File: config.mk
export PLATFORM = sky130hd
export DESIGN_NAME = irq_cause_ctrl
export DESIGN_NICKNAME = d
export VERILOG_FILES = /design/src/rtl/icm_pkg.sv /design/src/rtl/icm_cause_store.sv /design/src/rtl/icm_mask_store.sv /design/src/rtl/icm_ctrl_regs.sv /design/src/rtl/irq_cause_ctrl.sv
export SDC_FILE = /design/constraint.sdc
export NUM_CORES = 1
export LEC_CHECK = 0
export ABC_AREA = 1
export CAP_MARGIN = 20
export CORE_AREA = 4 4 93 95
export DETAILED_ROUTE_END_ITERATION = 6
export DIE_AREA = 0 0 97 99
export DONT_BUFFER_PORTS = 1
export PLACE_DENSITY = 0.85
export SLEW_MARGIN = 5
export SYNTH_ARGS = -nofsm -noshare
export SYNTH_HDL_FRONTEND = slang
export SYNTH_HIERARCHICAL = 1
export SYNTH_SLANG_ARGS = --single-unit
File: constraint.sdc
create_clock -name clk -period 1.7 [get_ports clk]
set_clock_uncertainty 0.15 [all_clocks]
set_input_delay 0.085 -clock clk [delete_from_list [all_inputs] [get_ports clk]]
set_output_delay 0.085 -clock clk [all_outputs]
set_load 0.05 [all_outputs]
File: src/rtl/icm_pkg.sv
package icm_pkg;
   typedef enum logic [2:0] {
      REG_CAUSE = 3'd0,
      REG_CSET  = 3'd1,
      REG_MSET  = 3'd2,
      REG_MCLR  = 3'd3,
      REG_ACLR  = 3'd4,
      REG_CFG   = 3'd5
   } icm_reg_e;

   localparam int CFG_OCD_BIT = 0;
   localparam int CFG_IMM_BIT = 1;
endpackage

File: src/rtl/icm_cause_store.sv
module icm_cause_store #(
   parameter int CW      = 22,
   parameter int MISC_LO = 17,
   parameter int MISC_N  = 4
) (
   input  logic          clk,
   input  logic          rst_n,
   input  logic [CW-2:0] hw_set,
   input  logic [CW-2:0] sw_set,
   input  logic [CW-2:0] clr,
   output logic [CW-1:0] cause
);
   localparam int SW = CW - 1;

   logic [SW-1:0] bit_q;

   for (genvar gi = 0; gi < SW; gi++) begin : g_bit
      always_ff @(posedge clk or negedge rst_n) begin
         if (!rst_n) bit_q[gi] <= 1'b0;
         else        bit_q[gi] <= (bit_q[gi] & ~clr[gi]) | hw_set[gi] | sw_set[gi];
      end
   end

   assign cause = {|bit_q[MISC_LO +: MISC_N], bit_q};
endmodule

File: src/rtl/icm_mask_store.sv
module icm_mask_store #(
   parameter int CW = 22
) (
   input  logic          clk,
   input  logic          rst_n,
   input  logic [CW-1:0] set_bits,
   input  logic [CW-1:0] clr_bits,
   output logic [CW-1:0] mask
);
   always_ff @(posedge clk or negedge rst_n) begin
      if (!rst_n) mask <= '0;
      else        mask <= (mask | set_bits) & ~clr_bits;
   end
endmodule

File: src/rtl/icm_ctrl_regs.sv
module icm_ctrl_regs #(
   parameter int CW      = 22,
   parameter bit THR_REG = 1'b1
) (
   input  logic          clk,
   input  logic          rst_n,
   input  logic          aclr_wr,
   input  logic          cfg_wr,
   input  logic          cset_wr,
   input  logic [CW-1:0] wdata,
   input  logic [1:0]    cfg_in,
   output logic [CW-1:0] aclr_en,
   output logic          ocd,
   output logic          imm,
   output logic [CW-1:0] thr_rst
);
   always_ff @(posedge clk or negedge rst_n) begin
      if (!rst_n) begin
         aclr_en <= '0;
         ocd     <= 1'b0;
         imm     <= 1'b0;
      end else begin
         if (aclr_wr) aclr_en <= wdata;
         if (cfg_wr) begin
            ocd <= cfg_in[icm_pkg::CFG_OCD_BIT];
            imm <= cfg_in[icm_pkg::CFG_IMM_BIT];
         end
      end
   end

   logic [CW-1:0] strobe_d;
   assign strobe_d = (cset_wr && imm) ? wdata : '0;

   if (THR_REG) begin : g_thr_reg
      always_ff @(posedge clk or negedge rst_n) begin
         if (!rst_n) thr_rst <= '0;
         else        thr_rst <= strobe_d;
      end
   end else begin : g_thr_comb
      assign thr_rst = strobe_d;
   end
endmodule

File: src/rtl/irq_cause_ctrl.sv
module irq_cause_ctrl #(
   parameter int NQ      = 16,
   parameter int NM      = 4,
   parameter int DW      = 32,
   parameter bit THR_REG = 1'b1
) (
   input  logic                 clk,
   input  logic                 rst_n,
   input  logic                 reg_wr,
   input  logic                 reg_rd,
   input  logic [2:0]           reg_addr,
   input  logic [DW-1:0]        reg_wdata,
   output logic [DW-1:0]        reg_rdata,
   input  logic [NQ-1:0]        ev_queue,
   input  logic                 ev_timer,
   input  logic [NM-1:0]        ev_misc,
   input  logic [NQ+NM+1:0]     msg_sent,
   output logic [NQ+NM+1:0]     irq_req,
   output logic [NQ+NM+1:0]     thr_rst
);
   import icm_pkg::*;

   localparam int CW      = NQ + NM + 2;
   localparam int SW      = CW - 1;
   localparam int OTH     = CW - 1;
   localparam int MISC_LO = NQ + 1;
   localparam logic [SW-1:0] MISC_SEL = SW'(((64'd1 << NM) - 64'd1) << MISC_LO);

   if (NQ < 1 || NM < 1) begin : g_bad_counts
      $error("irq_cause_ctrl: NQ and NM must be at least 1");
   end
   if (CW > DW) begin : g_bad_width
      $error("irq_cause_ctrl: cause vector wider than data bus");
   end
   if (CW > 64) begin : g_bad_wide
      $error("irq_cause_ctrl: cause vector limited to 64 bits");
   end

   logic sel_cause, sel_cset, sel_mset, sel_mclr, sel_aclr, sel_cfg;
   assign sel_cause = reg_addr == REG_CAUSE;
   assign sel_cset  = reg_addr == REG_CSET;
   assign sel_mset  = reg_addr == REG_MSET;
   assign sel_mclr  = reg_addr == REG_MCLR;
   assign sel_aclr  = reg_addr == REG_ACLR;
   assign sel_cfg   = reg_addr == REG_CFG;

   logic [CW-1:0] cause_vec, mask_vec, aclr_en;
   logic          ocd_q, imm_q;
   logic [CW-1:0] wd;
   assign wd = reg_wdata[CW-1:0];

   logic unused_wdata;
   assign unused_wdata = ^reg_wdata;

   // clear sources; a summary-bit clear expands to every miscellaneous bit
   logic [CW-1:0] w1c_raw, ac_raw;
   logic [SW-1:0] rd_clr, w1c_eff, ac_eff, clr_all;
   assign w1c_raw = (reg_wr && sel_cause) ? wd : '0;
   assign ac_raw  = msg_sent & aclr_en;
   assign rd_clr  = (reg_rd && sel_cause) ? (ocd_q ? MISC_SEL : '1) : '0;
   assign w1c_eff = w1c_raw[SW-1:0] | (w1c_raw[OTH] ? MISC_SEL : '0);
   assign ac_eff  = ac_raw[SW-1:0]  | (ac_raw[OTH]  ? MISC_SEL : '0);
   assign clr_all = rd_clr | w1c_eff | ac_eff;

   logic [SW-1:0] hw_set, sw_set;
   assign hw_set = {ev_misc, ev_timer, ev_queue};
   assign sw_set = (reg_wr && sel_cset) ? wd[SW-1:0] : '0;

   icm_cause_store #(.CW(CW), .MISC_LO(MISC_LO), .MISC_N(NM)) u_cause (
      .clk    (clk),
      .rst_n  (rst_n),
      .hw_set (hw_set),
      .sw_set (sw_set),
      .clr    (clr_all),
      .cause  (cause_vec)
   );

   icm_mask_store #(.CW(CW)) u_mask (
      .clk      (clk),
      .rst_n    (rst_n),
      .set_bits ((reg_wr && sel_mset) ? wd : '0),
      .clr_bits ((reg_wr && sel_mclr) ? wd : '0),
      .mask     (mask_vec)
   );

   icm_ctrl_regs #(.CW(CW), .THR_REG(THR_REG)) u_ctrl (
      .clk     (clk),
      .rst_n   (rst_n),
      .aclr_wr (reg_wr && sel_aclr),
      .cfg_wr  (reg_wr && sel_cfg),
      .cset_wr (reg_wr && sel_cset),
      .wdata   (wd),
      .cfg_in  (reg_wdata[1:0]),
      .aclr_en (aclr_en),
      .ocd     (ocd_q),
      .imm     (imm_q),
      .thr_rst (thr_rst)
   );

   assign irq_req = cause_vec & mask_vec;

   always_comb begin
      reg_rdata = '0;
      unique case (1'b1)
         sel_cause: reg_rdata[CW-1:0] = cause_vec;
         sel_mset:  reg_rdata[CW-1:0] = mask_vec;
         sel_aclr:  reg_rdata[CW-1:0] = aclr_en;
         sel_cfg:   reg_rdata[1:0]    = {imm_q, ocd_q};
         default:   reg_rdata = '0;
      endcase
   end
endmodule

==> key figures, run 1 <==
Die
  – Height of the die: 99 um
  – IO Count: 158
  – Width of the die: 97 um
  – Starting density of the core: 63.7%
  – CORE AREA: 7730 um2
  – Site row count: 32
  – Die area: 9600 um2

Timing
  – Fin crit period: 1.66 ns
  – WHS: -0.752 ns
  – Worst-margin pin slew: 0.888 ns
  – F_max: 601 MHz
  – Slew HR: 40.6%
  – Fin. Hold Viols: 90
  – Final period util: 97.8%
  – Final count of pins violating max slew: 0
  – Final setup margin: 0.0375 ns
  – Setup Viol. Count Final: 0

Detailed routing
  – Drt initial violations: 410
  – WL met2: 7700 um
  – WL met1: 5670 um
  – Vias: 5095
  – Total routed wirelength: 15700 um
  – Routed wire per std cell: 17.2 um
  – Max layer used: met4
  – DRT antenna net count: 0
  – Pre-antenna DRT Iters: 7
  – Vias per inst: 5.58
  – Met3 wire length: 1760 um
  – Residual DRC: 21

Power and ir drop
  – Net Sw Frac: 39.1%
  – NetSw: 2.41 mW
  – Maximum VDD drop: 604 uV
  – P per Cell Area: 967 nW/um2
  – Lkg Pwr: 3.49 nW
  – Power share of the clock group: 24.5%
  – Sequential power share: 43.3%
  – Comb power frac: 32.2%
  – Internal power: 3.76 mW

Setup path
  – CP endpoint kind: register
  – CP max stage delay: 1.12 ns
  – Peak fanout along the critical path: 17
  – Cells along the critical path: dlygate4sd3_1, nand4_1, nand3_1, inv_1, nand2_1, nand2_1
  – CP required: 1.81 ns
  – Startpoint class of the critical path: input port
  – Flop-to-flop setup slack: 0.24 ns
  – Critical path class: input port to register
  – Most used cell, CP: nand2_1
  – Critical path's slowest cell: dlygate4sd3_1
  – Arr. time, crit path: 1.78 ns

Synth
  – Ys flop type: dfrtp_1
  – Dominant cell type by area after synthesis: dfrtp_1
  – Async set-reset flop share out of synthesis: 100%
  – Top post-synthesis cells by area: dfrtp_1 45%, nand2_1 16%, nor2_1 10%, nand3_1 8.6%, inv_1 7.9%
  – Post-synth EDFFs: 0
  – Share of Yosys cell area claimed by the top area cell type: 45.2%
  – Post-synthesis cell count: 713
  – Most common cell in the netlist: nand2_1
  – Yosys warns: 6
  – Flops & latches, synth: 89
  – Commonest cells in the netlist: 207 x nand2_1, 137 x nor2_1, 103 x inv_1, 89 x dfrtp_1, 85 x nand3_1
  – Sequential share of the synthesized area: 45.2%
  – Yosys cell types: 21
  – Avg Cell Area, Syn: 6.91 um2
  – Synthesized cell area: 4920 um2

Place
  – Placed cell count: 821
  – Placer congestion estimate: 0.855
  – Place WS: 0.277 ns
  – Port bufs: 0
  – HPWL Detailed: 9610 um

Clocking
  – CTS Buf Count: 9
  – H-tree levels: 3
  – CTS tree: built
  – Clock transition at path regs: 0.10 ns
  – Clock Latency Late Sink: 0.37 ns
  – Root buffer cell: clkbuf_8
  – Clock Tree Buf Depth: 2
  – Clock sinks: 89
  – Hold_buf cts: 71

Run status
  – Failing checks: design-rule violations, negative hold slack
  – Status: complete, but fails checks

Cells and area
  – Final std cells w/o fill: 913
  – Area growth syn-to-layout: 29.3%
  – Layout cells sized above 1: 10.7%
  – Final Net Count: 887
  – Filler cells: 506

Flow run
  – Max-Cap Viols: 0

Global routing
  – Vias in the first global route: 5153
  – Largest net degree at the start of global routing: 90
  – Total global-route track usage: 32.4%
  – First-pass GRT wire length: 25000 um
  – Initial antenna violation count: 1
  – Overflow after GRT: 0

Worst hold path
  – Hold WC Path Type: input port to async pin
worst max-delay path, delay by kind of cell:
family / cells / cell delay [ns]
simple gates: 4 / 0.50
buf+inv: 2 / 1.18
layout by cell type (no fill, tap or decap), drive strengths merged:
cell,Yosys,routed
nand2,208,208
nor2,158,158
inv,106,107
dfrtp,89,89
nand3,85,85
dlygate4sd3,0,70
buf,38,42
nand4,22,22
conb,1,10
clkbuf,2,10
clkinv,1,5
nor3,2,2
diode,0,1
nor4,1,1
bufinv,0,1
final cells by class:
cell class / instances / area, um2 / area share [%]
Clock buffer: 10 / 138 / 2.16
Sequential cell: 89 / 2230 / 35.0
Inverter: 107 / 402 / 6.31
Timing Repair Buffer: 112 / 1320 / 20.7
Multi-Input combinational cell: 486 / 2090 / 32.8
Tap cell: 102 / 128 / 2.00
Antenna cell: 1 / 2.50 / 0.0393
Clock inverter: 6 / 66.3 / 1.04
metal layers:
layer | GRT usage, % | vias to the layer above
li1 | - | 2318
met1 | 39.4 | 2354
met2 | 53.9 | 356
met3 | 8.07 | 67
met4 | 15.7 | 0
met5 | 0 | -
power by group through the flow:
stage | logic, mW | registers (mW) | clock network, mW
floorplan | 1.38 | 2.63 | 0
CTS | 1.93 | 2.66 | 1.52
detailed placement | 1.75 | 2.70 | 0
finish | 1.99 | 2.67 | 1.51
global route | 2.12 | 2.71 | 1.63
global placement | 1.70 | 2.67 | 0
cells by family (layout without fill, tap and decap cells):
| family | count (synthesis) | count (layout) | synth area share (%) |
|---|---|---|---|
| other | 1 | 11 | 0.0761 |
| DFF | 89 | 89 | 45.2 |
| buffers and inverters | 147 | 235 | 13.4 |
| and+or+nand+nor | 476 | 476 | 41.3 |
metrics by stage:
step | power (mW) | setup TNS (ns) | hold WS, ns | cell area [um2] | util, %
global route | 6.45 | -0.0116 | -0.769 | 6370 | 82.4
global placement | 4.38 | 0 | -0.358 | 5420 | 70.2
finish | 6.16 | 0 | -0.752 | 6370 | 82.4
floorplan | 4.02 | 0 | -0.361 | 4960 | -
CTS | 6.10 | 0 | -0.749 | 6340 | 82.0
detailed placement | 4.44 | 0 | -0.358 | 5420 | 70.2
worst paths after layout:
path	end	from	cells past startpoint
setup / recovery	u_cause/cause[6]	reg_wr	6
hold / removal	u_ctrl/thr_rst[19]	rst_n	0
setup reg to reg	u_cause/cause[13]	u_ctrl/ocd	7
hold reg to reg	u_cause/cause[8]	u_cause/cause[8]	2
max in group asynchronous	u_cause/cause[10]	rst_n	0
min in group clk	u_cause/cause[19]	msg_sent[21]	9
sequential cells by signal, indices dropped and copies added (netlist names):
name            cells
u_ctrl/aclr_en     22
u_ctrl/thr_rst     22
u_mask/mask        22
u_cause/cause      21
u_ctrl/imm          1
u_ctrl/ocd          1
timing repair:
item | in CTS | in global routing
buffers inserted | 0 | 5
setup endpoints to repair | 0 | 2
hold endpoints to repair | 178 | 89
resized for setup | 0 | 1
No activity file was read; power rests on OpenSTA's default activity.
==> run 2: changes to the inputs <==
--- a/config.mk
+++ b/config.mk
@@ -5,15 +5,13 @@
 export SDC_FILE = /design/constraint.sdc
 export NUM_CORES = 1
 export LEC_CHECK = 0
-export ABC_AREA = 1
 export CAP_MARGIN = 20
-export CORE_AREA = 4 4 93 95
+export CORE_AREA = 4 4 89 91
 export DETAILED_ROUTE_END_ITERATION = 6
-export DIE_AREA = 0 0 97 99
+export DIE_AREA = 0 0 93 95
 export DONT_BUFFER_PORTS = 1
-export PLACE_DENSITY = 0.85
+export PLACE_DENSITY = 0.84
 export SLEW_MARGIN = 5
 export SYNTH_ARGS = -nofsm -noshare
 export SYNTH_HDL_FRONTEND = slang
-export SYNTH_HIERARCHICAL = 1
 export SYNTH_SLANG_ARGS = --single-unit
==> key figures, run 2 <==
Die
  – Height of the die: 95 um (-4.0%)
  – IO Count: 158 (unchanged)
  – Site row count: 31 (-3.1%)
  – Starting density of the core: 62.0% (-1.7 points)
  – Width of the die: 93 um (-4.1%)
  – CORE AREA: 7140 um2 (-7.6%)
  – Die area: 8840 um2 (-8.0%)

Global routing
  – Initial antenna violation count: 0 (-1)
  – Overflow after GRT: 0 (unchanged)
  – Largest net degree at the start of global routing: 90 (unchanged)
  – Vias in the first global route: 4166 (-19%)
  – First-pass GRT wire length: 21100 um (-16%)
  – Total global-route track usage: 31.1% (-1.2 points)

Detailed routing
  – Vias: 3878 (-24%)
  – Drt initial violations: 282 (-31%)
  – Routed wire per std cell: 22.0 um (+28%)
  – Vias per inst: 6.17 (+10%)
  – Residual DRC: 0 (-100%)
  – Total routed wirelength: 13800 um (-12%)
  – Pre-antenna DRT Iters: 5 (-2)
  – DRT antenna net count: 0 (unchanged)

Setup path
  – Cells along the critical path: nor4_4, or3_4, a31oi_4, buf_6
  – CP max stage delay: 0.44 ns (-0.68 ns)
  – CP required: 1.46 ns (-0.35 ns)
  – Startpoint class of the critical path: register
  – Peak fanout along the critical path: 2 (-15)
  – CP endpoint kind: primary output
  – Arr. time, crit path: 1.58 ns (-0.20 ns)
  – Critical path's slowest cell: dfrtp_1
  – Critical path class: register to primary output

Place
  – Placer congestion estimate: 0.815 (-4.6%)
  – Port bufs: 0 (unchanged)
  – DP Area: 4820 um2 (-11%)
  – HPWL Detailed: 7770 um (-19%)

Synth
  – Flops & latches, synth: 89 (unchanged)
  – Top post-synthesis cells by area: dfrtp_1 50%, mux2i_1 9.7%, mux2_2 6.1%, a2bb2oi_1 4.2%, a221o_1 3.8%
  – Commonest cells in the netlist: 89 x dfrtp_1, 43 x mux2i_1, 42 x nor2_1, 39 x inv_1, 31 x nand2_1
  – Dominant cell type by area after synthesis: dfrtp_1
  – Post-synthesis cell count: 415 (-42%)
  – Yosys cell types: 32 (+52%)
  – Async set-reset flop share out of synthesis: 100% (unchanged)
  – Avg Cell Area, Syn: 10.7 um2 (+54%)
  – Yosys warns: 0 (-6)
  – Synthesized cell area: 4430 um2 (-10%)
  – Share of Yosys cell area claimed by the top area cell type: 50.3% (+5.1 points)
  – Most common cell in the netlist: dfrtp_1
  – Ys flop type: dfrtp_1
  – Post-synth EDFFs: 0 (unchanged)
  – Sequential share of the synthesized area: 50.3% (+5.1 points)

Clocking
  – CTS Buf Count: 9 (unchanged)
  – Clock transition at path regs: 0.09 ns (about the same)
  – Clock sinks: 89 (unchanged)
  – Clock Tree Buf Depth: 2 (unchanged)
  – Hold_buf cts: 66 (-7.0%)
  – H-tree levels: 3 (unchanged)
  – CTS tree: built
  – Clock Latency Late Sink: 0.36 ns (about the same)
  – Root buffer cell: clkbuf_8

Cells and area
  – Final Net Count: 607 (-32%)
  – Filler cells: 423 (-16%)
  – Top Registers: u_ctrl.aclr_en x22, u_ctrl.thr_rst x22, u_mask.mask x22
  – Leading cell type in the layout, fill and taps excluded: dfrtp_1
  – ANT cells: 0 (-1)
  – Layout cells sized above 1: 21.7% (+11 points)
  – Share of the core filled with cells: 81.6% (-0.82 points)
  – Most frequent cells in the layout: 89 x dfrtp_1, 64 x dlygate4sd3_1, 52 x buf_4
  – Area growth syn-to-layout: 31.6%
  – Final Instance Area: 5820 um2 (-8.6%)

Timing
  – F_max: 550 MHz (-8.5%)
  – Fin. Hold Viols: 89 (-1.1%)
  – Setup Viol. Count Final: 5 (+5)
  – Final count of pins violating max slew: 0 (unchanged)
  – Final period util: 107% (+9.1 points)
  – Worst-margin pin slew: 1.02 ns (+0.135 ns)
  – Slew HR: 31.6% (-9.1 points)
  – WHS: -0.730 ns (+0.0224 ns)
  – Final setup margin: -0.117 ns (-0.154 ns)
  – RSZ-0062 raised after global routing: yes
  – Fin crit period: 1.82 ns (+0.154 ns)

Run status
  – Status: complete, but fails checks
  – Failing checks: negative hold slack, negative setup slack

Worst hold path
  – Hold WC Path Type: input port to async pin

Power and ir drop
  – Lkg Pwr: 2.97 nW (-15%)
  – P per Cell Area: 1080 nW/um2 (+12%)
  – Tot Pwr: 6.29 mW (+2.2%)
  – Maximum VDD drop: 753 uV (+25%)

Flow run
  – Max-Cap Viols: 0 (unchanged)
==> run 2: power by group <==
| part | switching (mW) | internal (mW) | leakage (nW) | total [mW] |
|---|---|---|---|---|
| sequential | 0.271 | 2.42 | 1.05 | 2.70 |
| combinational | 1.29 | 0.838 | 1.82 | 2.13 |
| clock | 0.757 | 0.716 | 0.0953 | 1.47 |
| total | 2.32 | 3.98 | 2.97 | 6.29 |
==> run 2: path summary, 6_finish.rpt <==
kind,from,endpoint,slack [ns],cells after the start
worst max-delay path,u_cause.cause[20],reg_rdata[21],-0.12,4
worst min-delay path,rst_n,u_cause.cause[13],-0.73,0
worst max register to register,u_cause.cause[17],u_cause.cause[17],0,4
worst min register to register,u_mask.mask[10],u_mask.mask[10],0.40,2
max in group asynchronous,rst_n,u_ctrl.thr_rst[11],1.99,0
min in group clk,reg_wdata[9],u_cause.cause[9],0.04,2
==> run 2: stage by stage <==
step                setup WS (ns)  TNS (ns)  cells
detailed placement          0.233         0    540
global placement            0.297         0    540
global route               -0.138    -0.521    629
CTS                       0.00874         0    627
finish                     -0.117    -0.252    629
floorplan                  0.0736         0    424
==> run 2: layout make-up <==
| cell class | count | area, um2 | share of cell area (%) |
|---|---|---|---|
| Multi-Input combinational cell | 259 | 1970 | 33.9 |
| Inverter | 39 | 146 | 2.51 |
| Tap cell | 99 | 124 | 2.13 |
| Timing Repair Buffer | 127 | 1160 | 19.9 |
| Sequential cell | 89 | 2230 | 38.2 |
| Clock inverter | 5 | 55.1 | 0.945 |
| Clock buffer | 11 | 141 | 2.43 |
==> run 2: per-layer routing <==
| metal | part of all wire [%] | track usage, % |
|---|---|---|
| met1 | 36 | 35.2 |
| met3 | 8.7 | 7.49 |
| met2 | 52 | 55.3 |
| met5 | 0 | 0 |
| met4 | 3.3 | 15.0 |
==> run 2: critical path: cells and delay by family (launching register included) <==
family,cells,cell delay [ns]
DFF,1,0.44
AOI/OAI and AO/OA,1,0.08
buffers and inverters,1,0.16
and+or+nand+nor,2,0.55
==> run 2: cells by family (layout without fill, tap and decap cells) <==
family	after synthesis	in the layout	synth area share [%]
AND/OR/NAND/NOR	112	112	12.6
other	1	10	0.0847
buffers and inverters	76	182	7.80
flip-flops	89	89	50.3
AO/OA/AOI/OAI	70	70	13.4
multiplexers	67	67	15.8
==> run 2: timing repair <==
action,in CTS,in global routing
setup buffers,5,2
hold endpoints to repair,178,89
setup endpoints to repair,1,8
pin swaps,2,6
resized for setup,2,21
